==> src/rtl/muxbus_reg_pkg.sv <==
package muxbus_reg_pkg;
  localparam int unsigned NREG = 16;
  localparam int unsigned IW   = 4;
  // Write registers present once, shared by both channels
  localparam logic [NREG-1:0] SHARED_MASK = 16'h0204;
  // Read indices with real storage
  localparam logic [NREG-1:0] IMPL_MASK   = 16'hB50F;
  localparam logic [1:0] CMD_SHL = 2'b01;
  localparam logic [1:0] CMD_SHR = 2'b10;

  // Unimplemented read indices fold onto index XOR 4
  function automatic logic [IW-1:0] canon_idx(input logic [IW-1:0] i);
    return IMPL_MASK[i] ? i : (i ^ IW'(4));
  endfunction
endpackage

==> src/rtl/muxbus_addr_latch.sv <==
module muxbus_addr_latch #(
  parameter int unsigned DW = 8,
  parameter int unsigned IW = 4
) (
  input  logic          clk_i,
  input  logic          rst_ni,
  input  logic [DW-1:0] ad_i,
  input  logic          as_i,
  input  logic          shift_right_i,
  output logic          chan_a_o,
  output logic [IW-1:0] idx_o
);
  localparam int unsigned SHL_CH_BIT = IW + 1;

  logic as_q;
  logic as_rise;
  assign as_rise = as_i & ~as_q;

  always_ff @(posedge clk_i or negedge rst_ni) begin
    if (!rst_ni) begin
      as_q     <= 1'b0;
      chan_a_o <= 1'b0;
      idx_o    <= '0;
    end else begin
      as_q <= as_i;
      if (as_rise) begin
        chan_a_o <= shift_right_i ? ad_i[0] : ad_i[SHL_CH_BIT];
        idx_o    <= ad_i[IW:1];
      end
    end
  end


  addr_hold_chk: assert property (@(posedge clk_i) disable iff (!rst_ni)
    !as_rise |=> $stable({chan_a_o, idx_o}));

  shl_decode_chk: assert property (@(posedge clk_i) disable iff (!rst_ni)
    (as_rise && !shift_right_i) |=>
      (chan_a_o == $past(ad_i[SHL_CH_BIT]) && idx_o == $past(ad_i[IW:1])));

  shr_decode_chk: assert property (@(posedge clk_i) disable iff (!rst_ni)
    (as_rise && shift_right_i) |=>
      (chan_a_o == $past(ad_i[0]) && idx_o == $past(ad_i[IW:1])));
endmodule

==> src/rtl/muxbus_mode_reg.sv <==
module muxbus_mode_reg
  import muxbus_reg_pkg::*;
#(
  parameter int unsigned IW = 4
) (
  input  logic          clk_i,
  input  logic          rst_ni,
  input  logic          wr_stb_i,
  input  logic          chan_a_i,
  input  logic [IW-1:0] idx_i,
  input  logic [1:0]    cmd_i,
  output logic          shift_right_o
);
  logic cmd_hit;
  assign cmd_hit = wr_stb_i & ~chan_a_i & (idx_i == '0);

  always_ff @(posedge clk_i or negedge rst_ni) begin
    if (!rst_ni) begin
      shift_right_o <= 1'b0;
    end else if (cmd_hit) begin
      case (cmd_i)
        CMD_SHL: shift_right_o <= 1'b0;
        CMD_SHR: shift_right_o <= 1'b1;
        default: ;
      endcase
    end
  end


  mode_hold_chk: assert property (@(posedge clk_i) disable iff (!rst_ni)
    !cmd_hit |=> $stable(shift_right_o));
endmodule

==> src/rtl/muxbus_wr_decode.sv <==
module muxbus_wr_decode
  import muxbus_reg_pkg::*;
#(
  parameter int unsigned DW   = 8,
  parameter int unsigned NR   = 16,
  parameter int unsigned IW   = 4
) (
  input  logic          clk_i,
  input  logic          rst_ni,
  input  logic          wr_stb_i,
  input  logic          chan_a_i,
  input  logic [IW-1:0] idx_i,
  input  logic [DW-1:0] data_i,
  output logic [NR-1:0] wr_en_a_o,
  output logic [NR-1:0] wr_en_b_o,
  output logic [NR-1:0] wr_en_sh_o,
  output logic [DW-1:0] wr_data_o
);
  logic [NR-1:0] sel;
  logic [NR-1:0] shared;

  for (genvar g = 0; g < NR; g++) begin : g_sel
    assign sel[g]    = wr_stb_i && (idx_i == IW'(g));
    assign shared[g] = SHARED_MASK[g];
  end

  always_ff @(posedge clk_i or negedge rst_ni) begin
    if (!rst_ni) begin
      wr_en_a_o  <= '0;
      wr_en_b_o  <= '0;
      wr_en_sh_o <= '0;
      wr_data_o  <= '0;
    end else begin
      wr_en_a_o  <= sel & ~shared & {NR{chan_a_i}};
      wr_en_b_o  <= sel & ~shared & {NR{~chan_a_i}};
      wr_en_sh_o <= sel & shared;
      if (wr_stb_i) wr_data_o <= data_i;
    end
  end


  wr_onehot_chk: assert property (@(posedge clk_i) disable iff (!rst_ni)
    $onehot0({wr_en_a_o, wr_en_b_o, wr_en_sh_o}));

  wr_pulse_chk: assert property (@(posedge clk_i) disable iff (!rst_ni)
    (|{wr_en_a_o, wr_en_b_o, wr_en_sh_o}) |=> !(|{wr_en_a_o, wr_en_b_o, wr_en_sh_o}));

  shared_only_chk: assert property (@(posedge clk_i) disable iff (!rst_ni)
    (wr_stb_i && SHARED_MASK[idx_i]) |=> (|wr_en_sh_o) && !(|{wr_en_a_o, wr_en_b_o}));
endmodule

==> src/rtl/muxbus_rd_mux.sv <==
module muxbus_rd_mux
  import muxbus_reg_pkg::*;
#(
  parameter int unsigned DW = 8,
  parameter int unsigned NR = 16,
  parameter int unsigned IW = 4
) (
  input  logic             clk_i,
  input  logic             rst_ni,
  input  logic [NR*DW-1:0] rd_regs_a_i,
  input  logic [NR*DW-1:0] rd_regs_b_i,
  input  logic             chan_a_i,
  input  logic [IW-1:0]    idx_i,
  output logic [IW-1:0]    rd_idx_o,
  output logic [DW-1:0]    rd_data_o
);
  always_comb begin
    rd_idx_o  = canon_idx(idx_i);
    rd_data_o = chan_a_i ? rd_regs_a_i[rd_idx_o*DW +: DW]
                         : rd_regs_b_i[rd_idx_o*DW +: DW];
  end


  alias_impl_chk: assert property (@(posedge clk_i) disable iff (!rst_ni)
    IMPL_MASK[rd_idx_o]);

  alias_keep_chk: assert property (@(posedge clk_i) disable iff (!rst_ni)
    IMPL_MASK[idx_i] |-> (rd_idx_o == idx_i));
endmodule

==> src/rtl/muxbus_reg_decoder.sv <==
module muxbus_reg_decoder #(
  parameter int unsigned DW   = 8,
  parameter int unsigned NREG = 16,
  localparam int unsigned IW  = $clog2(NREG)
) (
  input  logic               clk_i,
  input  logic               rst_ni,
  input  logic [DW-1:0]      ad_i,
  input  logic               as_i,
  input  logic               ds_ni,
  input  logic               rnw_i,
  input  logic [NREG*DW-1:0] rd_regs_a_i,
  input  logic [NREG*DW-1:0] rd_regs_b_i,
  output logic [DW-1:0]      ad_o,
  output logic               ad_oe_o,
  output logic               chan_a_o,
  output logic [IW-1:0]      reg_idx_o,
  output logic               shift_right_o,
  output logic [NREG-1:0]    wr_en_a_o,
  output logic [NREG-1:0]    wr_en_b_o,
  output logic [NREG-1:0]    wr_en_sh_o,
  output logic [DW-1:0]      wr_data_o,
  output logic [IW-1:0]      rd_idx_o
);
  logic          ds_q;
  logic          wr_stb;
  logic [DW-1:0] rd_data;

  always_ff @(posedge clk_i or negedge rst_ni) begin
    if (!rst_ni) ds_q <= 1'b1;
    else         ds_q <= ds_ni;
  end

  // write commits on the trailing (rising) edge of the data strobe
  assign wr_stb  = ds_ni & ~ds_q & ~rnw_i;
  assign ad_oe_o = ~ds_ni & rnw_i;
  assign ad_o    = ad_oe_o ? rd_data : '0;

  muxbus_addr_latch #(.DW(DW), .IW(IW)) u_latch (
    .clk_i, .rst_ni, .ad_i, .as_i,
    .shift_right_i (shift_right_o),
    .chan_a_o      (chan_a_o),
    .idx_o         (reg_idx_o)
  );

  muxbus_mode_reg #(.IW(IW)) u_mode (
    .clk_i, .rst_ni,
    .wr_stb_i      (wr_stb),
    .chan_a_i      (chan_a_o),
    .idx_i         (reg_idx_o),
    .cmd_i         (ad_i[1:0]),
    .shift_right_o (shift_right_o)
  );

  muxbus_wr_decode #(.DW(DW), .NR(NREG), .IW(IW)) u_wr (
    .clk_i, .rst_ni,
    .wr_stb_i   (wr_stb),
    .chan_a_i   (chan_a_o),
    .idx_i      (reg_idx_o),
    .data_i     (ad_i),
    .wr_en_a_o  (wr_en_a_o),
    .wr_en_b_o  (wr_en_b_o),
    .wr_en_sh_o (wr_en_sh_o),
    .wr_data_o  (wr_data_o)
  );

  muxbus_rd_mux #(.DW(DW), .NR(NREG), .IW(IW)) u_rd (
    .clk_i, .rst_ni, .rd_regs_a_i, .rd_regs_b_i,
    .chan_a_i  (chan_a_o),
    .idx_i     (reg_idx_o),
    .rd_idx_o  (rd_idx_o),
    .rd_data_o (rd_data)
  );


  no_drive_on_write_chk: assert property (@(posedge clk_i) disable iff (!rst_ni)
    !rnw_i |-> !ad_oe_o);
endmodule

==> config.mk <==
export PLATFORM = sky130hd
export DESIGN_NAME = muxbus_reg_decoder
export DESIGN_NICKNAME = d
export VERILOG_FILES = /design/src/rtl/muxbus_reg_pkg.sv /design/src/rtl/muxbus_addr_latch.sv /design/src/rtl/muxbus_mode_reg.sv /design/src/rtl/muxbus_wr_decode.sv /design/src/rtl/muxbus_rd_mux.sv /design/src/rtl/muxbus_reg_decoder.sv
export SDC_FILE = /design/constraint.sdc
export NUM_CORES = 1
export LEC_CHECK = 0
export BUFFER_PORTS_ARGS = -buffer_cell sky130_fd_sc_hd__buf_2
export CAP_MARGIN = 20
export CORE_AREA = 2 2 133 135
export CTS_BUF_LIST = sky130_fd_sc_hd__clkbuf_8
export CTS_CLUSTER_SIZE = 20
export DETAILED_ROUTE_END_ITERATION = 16
export DIE_AREA = 0 0 135 137
export PLACE_DENSITY = 0.46
export SETUP_SLACK_MARGIN = 0.15
export SKIP_LAST_GASP = 1
export SLEW_MARGIN = 30
export SYNTH_ARGS = -nofsm -noshare
export SYNTH_HDL_FRONTEND = slang
export SYNTH_HIERARCHICAL = 1
export SYNTH_SLANG_ARGS = --single-unit
==> constraint.sdc <==
create_clock -name clk_i -period 3.8 [get_ports clk_i]
set_clock_uncertainty 0.05 [all_clocks]
set_input_delay 0.38 -clock clk_i [delete_from_list [all_inputs] [get_ports clk_i]]
set_output_delay 0.38 -clock clk_i [all_outputs]
set_load 0.01 [all_outputs]
## Word-level counts from Yosys, hierarchy flattened

Memory sizes are Yosys's and may differ from the RTL's.
Cells that the tools add are included.

| storage, ports and cells | value |
|---|---|
| bits in registers | 50 |
| bits in read-only memories | 16 |
| memories kept | 1 |

Memories:

| memory | depth | bits a word | read ports | clocked after Yosys merged registers in | wr ports | line | source |
|---|---|---|---|---|---|---|---|
| (name not given) | 16 | 1 | 1 | 0 | 0 | muxbus_reg_pkg.sv:13 | `return IMPL_MASK[i] ? i : (i ^ IW'(4));` |

| cells by class | value |
|---|---|
| order comparisons | 1 |
| equal/unequal tests | 17 |
| shift-type cells | 2 |
| muxes and demuxes | 6 |
| bitwise gates (word level) | 14 |
| reductions and logical operators | 19 |

Operators with widths:

| operator | count |
|---|---|
| $shiftx A128 B8 Y8 | 2 |
| $and A16 B16 Y16 | 2 |
| $eq A4 B4 Y1 const B | 8 |
| $eq A4 B3 Y1 const B | 4 |
| $logic_and A1 B1 Y1 | 16 |
| $mux W8 | 2 |
| $eq A4 B2 Y1 const B | 2 |
| $and A1 B1 Y1 | 6 |
| $not A1 Y1 | 6 |
| $lt A4 B5 Y1 const B | 1 |
| $eq A4 B1 Y1 const B | 1 |
| $logic_not A4 Y1 | 1 |
| $mux W3 | 1 |
| $eq A2 B1 Y1 const B | 1 |
| $eq A2 B2 Y1 const B | 1 |
| $mux W1 | 2 |
| $pmux W1 S2 | 1 |
| $reduce_and A2 Y1 | 1 |
| $reduce_bool A2 Y1 | 1 |

## Longest topological paths before layout

| logic depth | value |
|---|---|
| depth in word-level cells | 6 |
| gate-level depth with buffers | 6 |
| depth with buffers taken out | 5 |

## Modules after synthesis

The synthesis kept the hierarchy.

Modules (own cells, without submodules):

| module | times used | cells an instance | area an instance (µm²) |
|---|---|---|---|
| muxbus_wr_decode | 1 | 112 | 1427.6 |
| muxbus_rd_mux | 1 | 118 | 1277.5 |
| muxbus_addr_latch | 1 | 13 | 239.0 |
| muxbus_reg_decoder | 1 | 11 | 115.1 |
| muxbus_mode_reg | 1 | 7 | 67.6 |

## Least setup slack after synthesis

Ideal clock, no wire load.

| timing path | value |
|---|---|
| path kind | register to output |
| from | reg u_latch.chan_a_o |
| to | out ad_o[6] |
| arrival | 1680 ps |
| slack | 1690 ps |
| cell stages (with the launch flop) | 6 |
| buffers on the path | 1 |
| path through | dfrtp_1 > buf_4 > mux4_2 > mux2i_1 > o32ai_1 > and3b_1 |

| between the ends | value |
|---|---|
| word-level cells in the longest chain between the ends | 2 |

Ends and longest elaborated chain:

| element | line | source |
|---|---|---|
| start: declaration | muxbus_addr_latch.sv:10 | `output logic chan_a_o,` |
| start signal: assignment | muxbus_addr_latch.sv:27 | `chan_a_o <= shift_right_i ? ad_i[0] : ad_i[SHL_CH_BIT];` |
| $mux W8 | muxbus_rd_mux.sv:19 | `rd_data_o = chan_a_i ? rd_regs_a_i[rd_idx_o*DW +: DW]` |
| net rd_data[6] | muxbus_reg_decoder.sv:27 | `logic [DW-1:0] rd_data;` |
| $mux W8 | muxbus_reg_decoder.sv:37 | `assign ad_o = ad_oe_o ? rd_data : '0;` |
| end: declaration | muxbus_reg_decoder.sv:14 | `output logic [DW-1:0] ad_o,` |

The timed path passes the listed nets, and every way through them passes these cells.

## Worst setup path after layout

| timing path | value |
|---|---|
| from | reg u_latch.chan_a_o |
| to | out ad_o[1] |

The elaborated chain is that of the path after synthesis.

==> impl_metrics.toml <==
[critical_path]
crit_path_start_kind = "register"
crit_type = "register to primary output"
critical_path_arrival_ns = 2.60
cp_max_fo = 48
critPathBufInv = 2
cpPeakStageDelay_ns = 0.90
path_cells = "buf_4 -> mux2i_1 -> a22o_1 -> o32ai_1 -> and3b_1 -> buf_2"
cp_slowest_cell = "dfrtp_4"
worstPathRequired_ns = 3.37
end_kind = "primary output"
worst_path_dominant_cell_family = "flip-flops"

[drt]
drtPass1Iterations = 4
vias = 2869
drt-wirelength-per-cell_um = 16.9
drtIter0Drc = 71
drtAntennaViolNets = 0
drt-total-wl_mm = 11.8
vias_per_cell = 4.10
post-route-drc-count = 0

[placement]
place.gp.congestion = 0.825
post-place-ws_ns = 0.998
dpl_cell_area_um2 = 4310
dpl.cell_count = 684
dpl.hpwl_mm = 9.76
io_buffers = 213

[clock_network]
post_cts_resize_count = 0
cts_buffer_depth = 2
clock-root-buffer = "clkbuf_8"
cts_made_buffers = 5
htreeDepth = 2
cts_num_sinks = 46
clkTransAtPathRegs_ns = 0.08
clk_latency_ns = 0.30
cts_tree = "yes"

[timing]
rsz0062_at_grt = "no"
tns_ns = 0
fmax_ghz = 0.330
worstMarginPinSlew_ns = 0.803
hold_viol_final = 0
timing.final.ws_setup_ns = 0.770
fin_crit_sh_pct = 79.7
max_slew_margin_pct = 46.5
finalMaxSlewViolations = 0
finalSetupViolCount = 0
post-route-min-period_ns = 3.03

[global_routing]
grt_pass1_vias = 2962
grt_usage_pct = 12.5
grt_pass1_wl_mm = 17.3
grt-ovfl-total = 0
antenna_found_initial = 10
grt_max_degree = 49

[synthesis]
ys_warn_count = 6
seq_area_frac_synth_pct = 36.9
yosysTopAreaCellShare_pct = 36.0
synth.most_common_cell = "dfrtp_1"
ys_seq_elements = 46
async_flop_share_pct = 100
synth.distinct_cells = 37
synth_edf_count = 0
syn_inst = 261
yosys-top-cells-count = "dfrtp_1, mux2_2, nor2_1, mux2i_1, buf_4"
syn_avg_cell_area_um2 = 12.0
yosys.area.top_type = "dfrtp_1"
synth_area_um2 = 3130
synthTopCellsByArea = "dfrtp_1, mux2_2, mux4_2, mux2i_1, buf_4"
synth_flop_cell = "dfrtp_1"

[floorplan]
core_um2 = 17100
io_pins = 344
start_util_pct = 18.3
die_y_um = 137
rows = 48
dieWidth_um = 135
fp.dieArea_um2 = 18500

[min_path]
holdCritPathClass = "primary input to register"

[run]
cap_viol_max_count = 0

[power]
ir_drop_mv = 0.104
leakage_nw = 2.27
power.density_nw_per_um2 = 326
power_mw = 1.45

[outcome]
status = "completed"

[final_layout]
area_delta_synth_final_pct = 41.7
drive_above_1_share_pct = 61.8
fin_cells = 700
design_area_um2 = 4430
fin_nets = 737
logic make-up after synthesis:
logic type / Yosys count / synth area share (%)
mux: 79 / 33.5
simple gates: 62 / 12.0
flops: 46 / 36.9
buf+inv: 39 / 9.52
compound gates: 33 / 7.60
fa+ha+maj: 1 / 0.400
other cells: 1 / 0.120
worst reg2reg max path, delay by kind of cell, from the launching register on:
family / cells / cell delay, ns
simple gates: 2 / 0.65
flops: 1 / 0.90
layer usage:
| metal | GRT usage (%) | up-vias | share of wire, % |
|---|---|---|---|
| met4 | 2.26 | 6 | 1.0 |
| li1 | - | 1368 | - |
| met1 | 16.1 | 1340 | 44 |
| met5 | 0 | - | 0.39 |
| met2 | 20.4 | 141 | 45 |
| met3 | 4.67 | 14 | 8.8 |
worst paths after layout:
kind / start / to / slack (ns) / depth (start not counted)
min in group asynchronous: rst_ni / u_wr/wr_en_a_o[5] / 0.54 / 2
worst max register to register: u_latch/chan_a_o / u_wr/wr_en_a_o[8] / 2.09 / 2
worst min register to register: u_wr/wr_data_o[5] / u_wr/wr_data_o[5] / 0.46 / 1
worst min-delay path: as_i / u_latch/as_q / 0.16 / 1
max in group asynchronous: rst_ni / ds_q / 2.42 / 3
worst max-delay path: u_latch/chan_a_o / ad_o[1] / 0.77 / 6
placed cells by master, fill, tap and decap left out, types with 2 or more instances in the layout:
cell,Yosys,routed
nand2b_1,4,4
mux4_2,16,16
buf_2,6,213
o21ai_0,8,8
mux2_2,36,36
nand4bb_1,2,2
buf_4,22,5
nand4b_1,3,3
nand2_1,3,3
clkbuf_8,0,6
a22o_1,8,8
o22ai_1,8,8
conb_1,1,18
mux2i_1,24,24
nor2_1,28,28
o32ai_1,8,8
diode_2,0,7
and3b_1,8,8
mux2_4,2,2
nor3b_2,2,2
dfrtp_1,45,43
nor4_1,3,3
inv_1,1,2
nor2b_1,2,2
registers in the layout, indices dropped and copies added, names as in the netlist, 2 cells and up:
| name | count |
|---|---|
| u_wr/wr_en_sh_o | 2 |
| u_wr/wr_en_a_o | 14 |
| u_wr/wr_en_b_o | 14 |
| u_latch/idx_o | 4 |
| u_wr/wr_data_o | 8 |
through the flow:
step | utilization, % | hold slack, ns
2_1_floorplan | - | 0.0344
3_3_place_gp | 25.2 | 0.330
3_5_place_dp | 25.2 | 0.336
4_1_cts | 25.8 | 0.140
5_1_grt | 25.9 | 0.152
6_report | 26.0 | 0.157
repair_timing:
item | in CTS | in global routing
endpoints found under the setup margin | 0 | 0
endpoints found under the hold margin | 5 | 0
hold buffers | 1 | 0
buffers inserted | 0 | 0
final cells by class:
class                   instances  area, µm²
flip-flops and latches         46       1160
repair buffers                220       1130
multi-input cells             193       1750
inverters                       1       3.75
diodes                          7       17.5
fillers                      1858      12600
well taps                     225        282
clock inverters                 2       8.76
clock buffers                   6       82.6
where the power goes:
part | internal (mW) | switching (mW)
Clock | 0.144 | 0.157
Sequential | 0.518 | 0.0839
Combinational | 0.298 | 0.246
Note: power is estimated with default switching activity, not from simulation.
